File: src/rtl/wm_uart_pkg.sv
package wm_uart_pkg;
  localparam int OFF_TXDATA = 'h00;
  localparam int OFF_RXDATA = 'h04;
  localparam int OFF_TXCTRL = 'h08;
  localparam int OFF_RXCTRL = 'h0C;
  localparam int OFF_IEN    = 'h10;
  localparam int OFF_IPEND  = 'h14;
  localparam int OFF_DIVISR = 'h18;

  localparam logic [1:0] SIZE_WORD = 2'b10;
  localparam int WM_LO = 16;
  localparam int WM_W  = 3;
  localparam int IRQ_TX = 0;
  localparam int IRQ_RX = 1;
  localparam logic [31:0] RX_EMPTY_WORD = 32'h8000_0000;

  // watermark count field of a control register
  function automatic logic [WM_W-1:0] wm_field(input logic [31:0] ctrl);
    return ctrl[WM_LO +: WM_W];
  endfunction

  // receive watermark: fill strictly above the programmed count
  function automatic logic rx_over(input int unsigned fill, input int unsigned lim);
    return fill > lim;
  endfunction

  function automatic logic irq_level(input logic en_tx, input logic en_rx, input logic nonempty);
    return en_tx | (en_rx & nonempty);
  endfunction
endpackage

File: src/rtl/wm_rx_fifo.sv
module wm_rx_fifo #(
  parameter int DEPTH = 8,
  parameter int DW    = 8,
  parameter int CNT_W = $clog2(DEPTH + 1)
) (
  input  logic             clk,
  input  logic             rst_n,
  input  logic             push,
  input  logic             pop,
  input  logic [DW-1:0]    din,
  output logic [DW-1:0]    dout,
  output logic [CNT_W-1:0] cnt,
  output logic             full,
  output logic             empty
);
  localparam int PTR_W = (DEPTH > 1) ? $clog2(DEPTH) : 1;

  logic [DW-1:0]    mem [DEPTH];
  logic [PTR_W-1:0] wp, rp;

  function automatic logic [PTR_W-1:0] nxt(input logic [PTR_W-1:0] p);
    return (p == PTR_W'(DEPTH - 1)) ? '0 : p + 1'b1;
  endfunction

  always_ff @(posedge clk) begin
    if (push) mem[wp] <= din;
  end

  always_ff @(posedge clk) begin
    if (!rst_n) begin
      wp  <= '0;
      rp  <= '0;
      cnt <= '0;
    end else begin
      if (push) wp <= nxt(wp);
      if (pop)  rp <= nxt(rp);
      case ({push, pop})
        2'b10:   cnt <= cnt + 1'b1;
        2'b01:   cnt <= cnt - 1'b1;
        default: cnt <= cnt;
      endcase
    end
  end

  assign dout  = mem[rp];
  assign full  = (cnt == CNT_W'(DEPTH));
  assign empty = (cnt == '0);
endmodule

File: src/rtl/wm_irq_logic.sv
module wm_irq_logic
  import wm_uart_pkg::*;
#(
  parameter int CNT_W = 4
) (
  input  logic [31:0]      txctrl,
  input  logic [31:0]      rxctrl,
  input  logic [1:0]       ien,
  input  logic [CNT_W-1:0] fill,
  output logic [31:0]      pend,
  output logic             irq
);
  logic tx_wm, rx_wm;

  always_comb begin
    tx_wm = (wm_field(txctrl) != '0);
    rx_wm = rx_over(32'(fill), 32'(wm_field(rxctrl)));
    pend = '0;
    pend[IRQ_TX] = tx_wm;
    pend[IRQ_RX] = rx_wm;
    irq = irq_level(ien[IRQ_TX], ien[IRQ_RX], fill != '0);
  end
endmodule

File: src/rtl/wm_uart_regs.sv
module wm_uart_regs
  import wm_uart_pkg::*;
#(
  parameter int ADDR_W   = 8,
  parameter int RX_DEPTH = 8
) (
  input  logic              clk,
  input  logic              rst_n,
  input  logic              bus_sel,
  input  logic              bus_wr,
  input  logic [1:0]        bus_size,
  input  logic [ADDR_W-1:0] bus_addr,
  input  logic [31:0]       bus_wdata,
  output logic [31:0]       bus_rdata,
  input  logic [7:0]        rx_data,
  input  logic              rx_valid,
  output logic              rx_ready,
  output logic [7:0]        tx_data,
  output logic              tx_valid,
  output logic              irq
);
  localparam int CNT_W = $clog2(RX_DEPTH + 1);

  logic [31:0] ien_q, txc_q, rxc_q, div_q, pend;
  logic [CNT_W-1:0] fifo_cnt;
  logic [7:0] fifo_dout;
  logic fifo_full, fifo_empty;

  // named events for the checker
  logic acc_ok, rd_ev, wr_ev;
  logic push_ev, pop_ev, tx_wr_ev, rx_rd_ev;

  assign acc_ok   = bus_sel && (bus_size == SIZE_WORD);
  assign rd_ev    = acc_ok && !bus_wr;
  assign wr_ev    = acc_ok && bus_wr;
  assign rx_rd_ev = rd_ev && (bus_addr == ADDR_W'(OFF_RXDATA));
  assign pop_ev   = rx_rd_ev && !fifo_empty;
  assign push_ev  = rx_valid && !fifo_full;
  assign tx_wr_ev = wr_ev && (bus_addr == ADDR_W'(OFF_TXDATA));
  assign rx_ready = !fifo_full;

  wm_rx_fifo #(.DEPTH(RX_DEPTH), .DW(8), .CNT_W(CNT_W)) u_fifo (
    .clk   (clk),
    .rst_n (rst_n),
    .push  (push_ev),
    .pop   (pop_ev),
    .din   (rx_data),
    .dout  (fifo_dout),
    .cnt   (fifo_cnt),
    .full  (fifo_full),
    .empty (fifo_empty)
  );

  wm_irq_logic #(.CNT_W(CNT_W)) u_irq (
    .txctrl (txc_q),
    .rxctrl (rxc_q),
    .ien    (ien_q[1:0]),
    .fill   (fifo_cnt),
    .pend   (pend),
    .irq    (irq)
  );

  always_ff @(posedge clk) begin
    if (!rst_n) begin
      ien_q    <= '0;
      txc_q    <= '0;
      rxc_q    <= '0;
      div_q    <= '0;
      tx_valid <= 1'b0;
      tx_data  <= '0;
    end else begin
      tx_valid <= tx_wr_ev;
      if (tx_wr_ev) tx_data <= bus_wdata[7:0];
      if (wr_ev) begin
        if (bus_addr == ADDR_W'(OFF_TXCTRL)) txc_q <= bus_wdata;
        if (bus_addr == ADDR_W'(OFF_RXCTRL)) rxc_q <= bus_wdata;
        if (bus_addr == ADDR_W'(OFF_IEN))    ien_q <= bus_wdata;
        if (bus_addr == ADDR_W'(OFF_DIVISR)) div_q <= bus_wdata;
      end
    end
  end

  always_comb begin
    bus_rdata = '0;
    if (rd_ev) begin
      if (bus_addr == ADDR_W'(OFF_RXDATA))
        bus_rdata = fifo_empty ? RX_EMPTY_WORD : {24'b0, fifo_dout};
      else if (bus_addr == ADDR_W'(OFF_TXCTRL)) bus_rdata = txc_q;
      else if (bus_addr == ADDR_W'(OFF_RXCTRL)) bus_rdata = rxc_q;
      else if (bus_addr == ADDR_W'(OFF_IEN))    bus_rdata = ien_q;
      else if (bus_addr == ADDR_W'(OFF_IPEND))  bus_rdata = pend;
      else if (bus_addr == ADDR_W'(OFF_DIVISR)) bus_rdata = div_q;
    end
  end
endmodule

File: config.mk
export PLATFORM = sky130hd
export DESIGN_NAME = wm_uart_regs
export DESIGN_NICKNAME = d
export VERILOG_FILES = /design/src/rtl/wm_uart_pkg.sv /design/src/rtl/wm_rx_fifo.sv /design/src/rtl/wm_irq_logic.sv /design/src/rtl/wm_uart_regs.sv
export SDC_FILE = /design/constraint.sdc
export NUM_CORES = 1
export LEC_CHECK = 0
export BUFFER_PORTS_ARGS = -buffer_cell sky130_fd_sc_hd__clkbuf_2
export CAP_MARGIN = 20
export CELL_PAD_IN_SITES_DETAIL_PLACEMENT = 1
export CELL_PAD_IN_SITES_GLOBAL_PLACEMENT = 2
export CORE_MARGIN = 2
export CORE_UTILIZATION = 33
export DETAILED_ROUTE_END_ITERATION = 16
export GPL_ROUTABILITY_DRIVEN = 0
export PLACE_DENSITY_LB_ADDON = 0.2
export SLEW_MARGIN = 20
export SYNTH_ARGS = -nofsm -noshare
export SYNTH_HDL_FRONTEND = slang
export SYNTH_SLANG_ARGS = --single-unit
File: constraint.sdc
create_clock -name clk -period 3 [get_ports clk]
set_clock_uncertainty 0.15 [all_clocks]
set_input_delay 0.3 -clock clk [delete_from_list [all_inputs] [get_ports clk]]
set_output_delay 0.3 -clock clk [all_outputs]
set_load 0.01 [all_outputs]
# Word-level counts from Yosys, hierarchy flattened
# Memory sizes are Yosys's and may differ from the RTL's. A register that Yosys moved wholly into a read port is not among the register bits.
# Index checks and enable logic that the tools add are counted.
# Widths: inputs -> output; s select.
[word_totals]
ff_bits = 147
ram_bits = 64
in_bits = 55
wordCells = 63
mem_count = 1
[op_classes]
n_addsub = 4
n_lt_le_gt_ge = 1
n_eq_ne = 12
mux = 15
n_bitwise = 2
reduce_logical = 19
[mem_list]
columns = ["name", "words", "word_bits", "read_ports", "rd_ports_with_merged_regs", "wr", "line", "rtl"]
rows = [
  ["u_fifo.mem", 8, 8, 1, 1, 1, "wm_rx_fifo.sv:18", "logic [DW-1:0] mem [DEPTH];"],
]
[ops]
columns = ["cell", "n"]
rows = [
  ["$mux 32", 8],
  ["$eq 8x5->1 const B", 3],
  ["$eq 8x4->1 const B", 2],
  ["$mux 3", 4],
  ["$eq 8x3->1 const B", 1],
  ["$logic_not 8->1", 1],
  ["$pmux 4 s2", 1],
  ["$reduce_and 2->1", 4],
  ["$logic_and 1x1->1", 7],
  ["$add 3x1->3 const B", 2],
  ["$eq 3x3->1 const B", 2],
  ["$add 4x1->4 const B", 1],
  ["$eq 2x2->1 const B", 2],
  ["$eq 4x4->1 const B", 1],
  ["$gt 4x3->1", 1],
  ["$logic_not 4->1", 1],
  ["$reduce_bool 4->1", 1],
  ["$sub 4x1->4 const B", 1],
  ["$logic_not 1->1", 3],
  ["$reduce_bool 3->1", 1],
  ["$eq 2x1->1 const B", 1],
  ["$mux 1", 2],
  ["$reduce_bool 2->1", 1],
  ["$and 1x1->1", 1],
  ["$or 1x1->1", 1],
]

# Longest topological paths before layout
[logic_depth]
ltp_word = 8
mapped_depth = 12
mapped_depth_nobuf = 10

# Hierarchy
# A second synthesis with hierarchy kept.
[hier_totals]
hier_cells = 1098
area_unflattened_um2 = 10317.4
[modules_own_cells]
columns = ["module", "n_inst", "cells_per_inst", "area_per_inst_um2", "seq_area_each_um2"]
rows = [
  ["wm_uart_regs", 1, 883, 6817.8, 2742.6],
  ["wm_rx_fifo", 1, 169, 3148.0, 2182.1],
  ["wm_irq_logic", 1, 46, 351.6, 0.0],
]

# Least setup slack after synthesis
# Ideal clock, no wire load.
[synth_path]
kind = "flip-flop to flip-flop"
from = "register u_fifo.cnt[0]"
to = "register u_fifo.cnt[2]"
arrival_ns = 2.678
setup_slack_ns = 0.102
stages_incl_launch_ff = 12
n_path_buf = 1
synth_period_minus_slack_ns = 2.898
path_cell_list = "dfxtp_1 > or4_1 > nand4_1 > clkbuf_1 > inv_1 > ha_1 > xor2_1 > ha_1 > a21oi_1 > xor2_1 > or3_1 > a21oi_1"
[synth_between]
elab_chain_cells = 5
word_cells_on_any_way = 12
classes_between = "add/sub (2); eq/ne (3); mux (1); reduce/logical (6)"
[synth_lines]
columns = ["item", "line", "rtl"]
rows = [
  ["start: declaration", "wm_rx_fifo.sv:12", "output logic [CNT_W-1:0] cnt,"],
  ["start signal: assignment", "wm_rx_fifo.sv:38", "2'b10: cnt <= cnt + 1'b1;"],
  ["start signal: assignment", "wm_rx_fifo.sv:39", "2'b01: cnt <= cnt - 1'b1;"],
  ["start signal: assignment", "wm_rx_fifo.sv:40", "default: cnt <= cnt;"],
  ["$eq 4x4->1 or $logic_not 4->1 (tied branches)", "wm_rx_fifo.sv:46, wm_rx_fifo.sv:47", ""],
  ["$logic_not 1->1, on equally long branches", "wm_uart_regs.sv:38, wm_uart_regs.sv:37", ""],
  ["$logic_and 1x1->1, on equally long branches", "wm_uart_regs.sv:38, wm_uart_regs.sv:37", ""],
  ["$eq 2x1->1 or $eq 2x2->1 (tied branches)", "wm_rx_fifo.sv:37", "case ({push, pop})"],
  ["$pmux 4 s2 or $reduce_bool 2->1 (tied branches)", "--", ""],
]
# Parallel ways exist; a longest one is shown, timed or not.
# A chain may end at the register's enable or synchronous reset.

# Worst setup path in the final report
[layout_path]
from = "register txc_q[17]"
to = "output port bus_rdata[0]"
[layout_between]
elab_chain_cells = 7
[layout_lines]
columns = ["item", "line", "rtl"]
rows = [
  ["start: declaration", "wm_uart_regs.sv:24", "logic [31:0] ien_q, txc_q, rxc_q, div_q, pend;"],
  ["start signal: assignment", "wm_uart_regs.sv:75", "if (bus_addr == ADDR_W'(OFF_TXCTRL)) txc_q <= bus_wdata;"],
  ["$reduce_bool 3->1", "wm_irq_logic.sv:16", "tx_wm = (wm_field(txctrl) != '0);"],
  ["$mux 32", "wm_uart_regs.sv:91", "else if (bus_addr == ADDR_W'(OFF_IPEND)) bus_rdata = pend;"],
  ["$mux 32", "wm_uart_regs.sv:90", "else if (bus_addr == ADDR_W'(OFF_IEN)) bus_rdata = ien_q;"],
  ["$mux 32", "wm_uart_regs.sv:89", "else if (bus_addr == ADDR_W'(OFF_RXCTRL)) bus_rdata = rxc_q;"],
  ["$mux 32", "wm_uart_regs.sv:88", "else if (bus_addr == ADDR_W'(OFF_TXCTRL)) bus_rdata = txc_q;"],
  ["$mux 32", "wm_uart_regs.sv:86", "if (bus_addr == ADDR_W'(OFF_RXDATA))"],
  ["$mux 32", "wm_uart_regs.sv:85", "if (rd_ev) begin"],
  ["end: declaration", "wm_uart_regs.sv:14", "output logic [31:0] bus_rdata,"],
]
# Every way passes these cells.

==> impl_metrics.toml <==
[yosys]
synthXorXnorAreaFrac = 0.00282
ys_warn_count = 0
synth_cell_types = 62
syn_nets = 1050
synth_top_family_by_area = "simple AND/OR/NAND/NOR gates"
synth_mux_area_frac = 0.0548
yosysTopAreaCellShare = 0.322
synth-compound-area-share = 0.176
synth_area_leader_cell = "dfxtp_1"
async_flop_share = 0
synthTopCellsByArea = "dfxtp_1 (32%), edfxtp_1 (21%), nand2_1 (12%)"
synthCells = 985
synth-simple-area-share = 0.179
synth-edff-count = 64
netlist_area_mm2 = 0.00932
postSynthAreaPerCell_um2 = 9.46
synthAdderAreaFrac = 0.0134
ys_ff_latch = 214
ys_seq_area_frac = 0.528
ys.flop_type = "dfxtp_1"

[clock_tree]
clock-sinks = 214
h-tree-depth = 1
cts_resized = 0
cts_tree = "built"
numCtsBuffers = 25
insertion_delay_ps = 520
clkTransAtPathRegs_ps = 60
clockBufferDepth = 3
post_cts_buffers = 0
root_buffer = "clkbuf_16"

[critical_path]
crit_path_start_kind = "register"
path_class = "register to output pin"
worstPathArrival_ps = 2350
startpoint = "txc_q[17]"
timing.rr.start = "u_fifo.cnt[0]"
worstSetupEndpointType = "output pin"
critPathMaxFanout = 3
slowest_delay_ps = 670
cp_slowest_cell = "a2111oi_0"
worstPathCellList = "nor4b_1 -> a2111oi_0 -> a22oi_1 -> o22ai_1 -> clkbuf_2"
required_ps = 2550

[grt]
grt_pass1_wl_mm = 45.5
overflow = 0
grt_usage = 0.199
grt_max_degree = 46
grt_pass1_vias = 7882
antenna_found_initial = 0

[finish]
post-route-cell-area_mm2 = 0.0115
drive_gt1_frac = 0.198
fin_nets = 1182
final_cell_mix = "nand2_1 (306), a21oi_1 (155), dfxtp_1 (150), clkbuf_2 (97), edfxtp_1 (64)"
layout_commonest_cell = "nand2_1"
fillers = 3205
insertedDiodeCount = 0
areaGrowthSynthToFinish_pct = 23.9

[routing]
finalWirelength_mm = 29.1
drc = 0
via_per_inst = 5.10
antenna_left = 0
first_iter_violations = 470
wl_per_cell_um = 19.2
first_pass_iters = 5
routed-via-count = 7717

[pwr]
p_per_area_mw_per_mm2 = 551
power.total_w = 0.00636
power.leakage_nw = 3.93
peakVddDrop_mv = 0.481

[run]
drv_cap = 0

[min_path]
hold_start = "div_q[25]"
min_path_type = "register to register"

[die]
fp-row-count = 61
die_area_mm2 = 0.0296
pin_count = 98
die_w_um = 172
design.core.area_mm2 = 0.0278
die_h_um = 172
initial_core_util = 0.336

[status]
outcome = "completed"

[sta]
max_slew_margin = 0.504
setup_viol = 0
whs_ps = 302
setup_ws_ps = 203
hold_viol_final = 0
worstMarginPinSlew_ps = 726
max_clock_freq_mhz = 357
fin_crit_sh = 0.932
setup_tns_ps = 0
period_needed_ps = 2800
rsz0062_at_grt = "no"
final_max_slew_viol_count = 0

[place]
post-dp-hpwl_mm = 19.0
detailed_place.area_mm2 = 0.0103
dp_slack_ps = 234
io_buffers = 97
## worst paths after layout
path	to	slack [ps]	cells past startpoint
max reg2reg	u_fifo.cnt[2]	340	10
min	div_q[25]	300	2
max	bus_rdata[0]	200	5
min reg2reg	div_q[25]	300	2
## sequential cells by signal, summed over array words and instances, names as in the netlist, named ones only
register    count
rxc_q          32
div_q          32
u_fifo.mem     64
tx_valid        1
u_fifo.rp       3
u_fifo.wp       3
u_fifo.cnt      4
ien_q          32
tx_data         8
txc_q          32
## through the flow
step                instances   util
CTS                      1512  0.416
global placement         1426  0.372
floorplan                 985      -
global route             1512  0.416
detailed placement       1426  0.372
finish                   1512  0.416
## synthesized netlist by cell type (all sizes together), types with 5 or more instances
master / count
nor3: 11
a22o: 23
nor2: 14
buf: 25
mux4: 16
a21oi: 172
nand2: 306
o21a: 6
a22oi: 25
inv: 7
dfxtp: 150
a21o: 5
ha: 10
mux2i: 15
nand2b: 5
nand3: 8
o22ai: 6
edfxtp: 64
clkbuf: 50
o21ai: 10
## layout make-up
| type | instances | area (um2) | share of cell area |
|---|---|---|---|
| sequential | 214 | 4920 | 0.426 |
| multi-input combinational | 688 | 3990 | 0.346 |
| timing repair buffer | 181 | 1320 | 0.114 |
| clock buffer | 35 | 683 | 0.0591 |
| tap | 378 | 473 | 0.0409 |
| clock inverter | 9 | 125 | 0.0108 |
| inverter | 7 | 28.8 | 0.00249 |
## layer usage
layer  vias up  track usage  part of all wire  wire (um)
met1      3817        0.278              0.48      14000
met3        26       0.0222             0.038       1110
li1       3745            -                 -          -
met5         -            0                 0          0
met2       129        0.338              0.47      13600
met4         0       0.0347             0.012        335
## cells by family (layout without fill, tap and decap cells)
family                   count (synthesis)  after routing
AO/OA/AOI/OAI                          264            264
XOR/XNOR                                 3              3
adder cells (fa/ha/maj)                 10             10
buffers and inverters                   83            232
flip-flops                             214            214
multiplexers                            31             31
AND/OR/NAND/NOR                        380            380
## what timing repair did
item / 4_1_cts / 5_1_grt
endpoints found under the hold margin: 203 / 0
setup endpoints to repair: 0 / 0
hold buffers: 42 / 0
## critical path: cells and delay by family, from the launching register on
family / cells / cell delay, ps
compound gates: 3 / 1170
buf+inv: 1 / 190
flops: 1 / 380
simple gates: 1 / 90
## report_power, final
part	internal [W]	switching [W]	leakage (nW)	total (W)
sequential	0.00300	0.0000136	1.79	0.00301
combinational	0.000124	0.000194	1.75	0.000318
clock	0.00184	0.00119	0.392	0.00303
total	0.00496	0.00140	3.93	0.00636
Note: power is estimated with default switching activity, not from simulation.
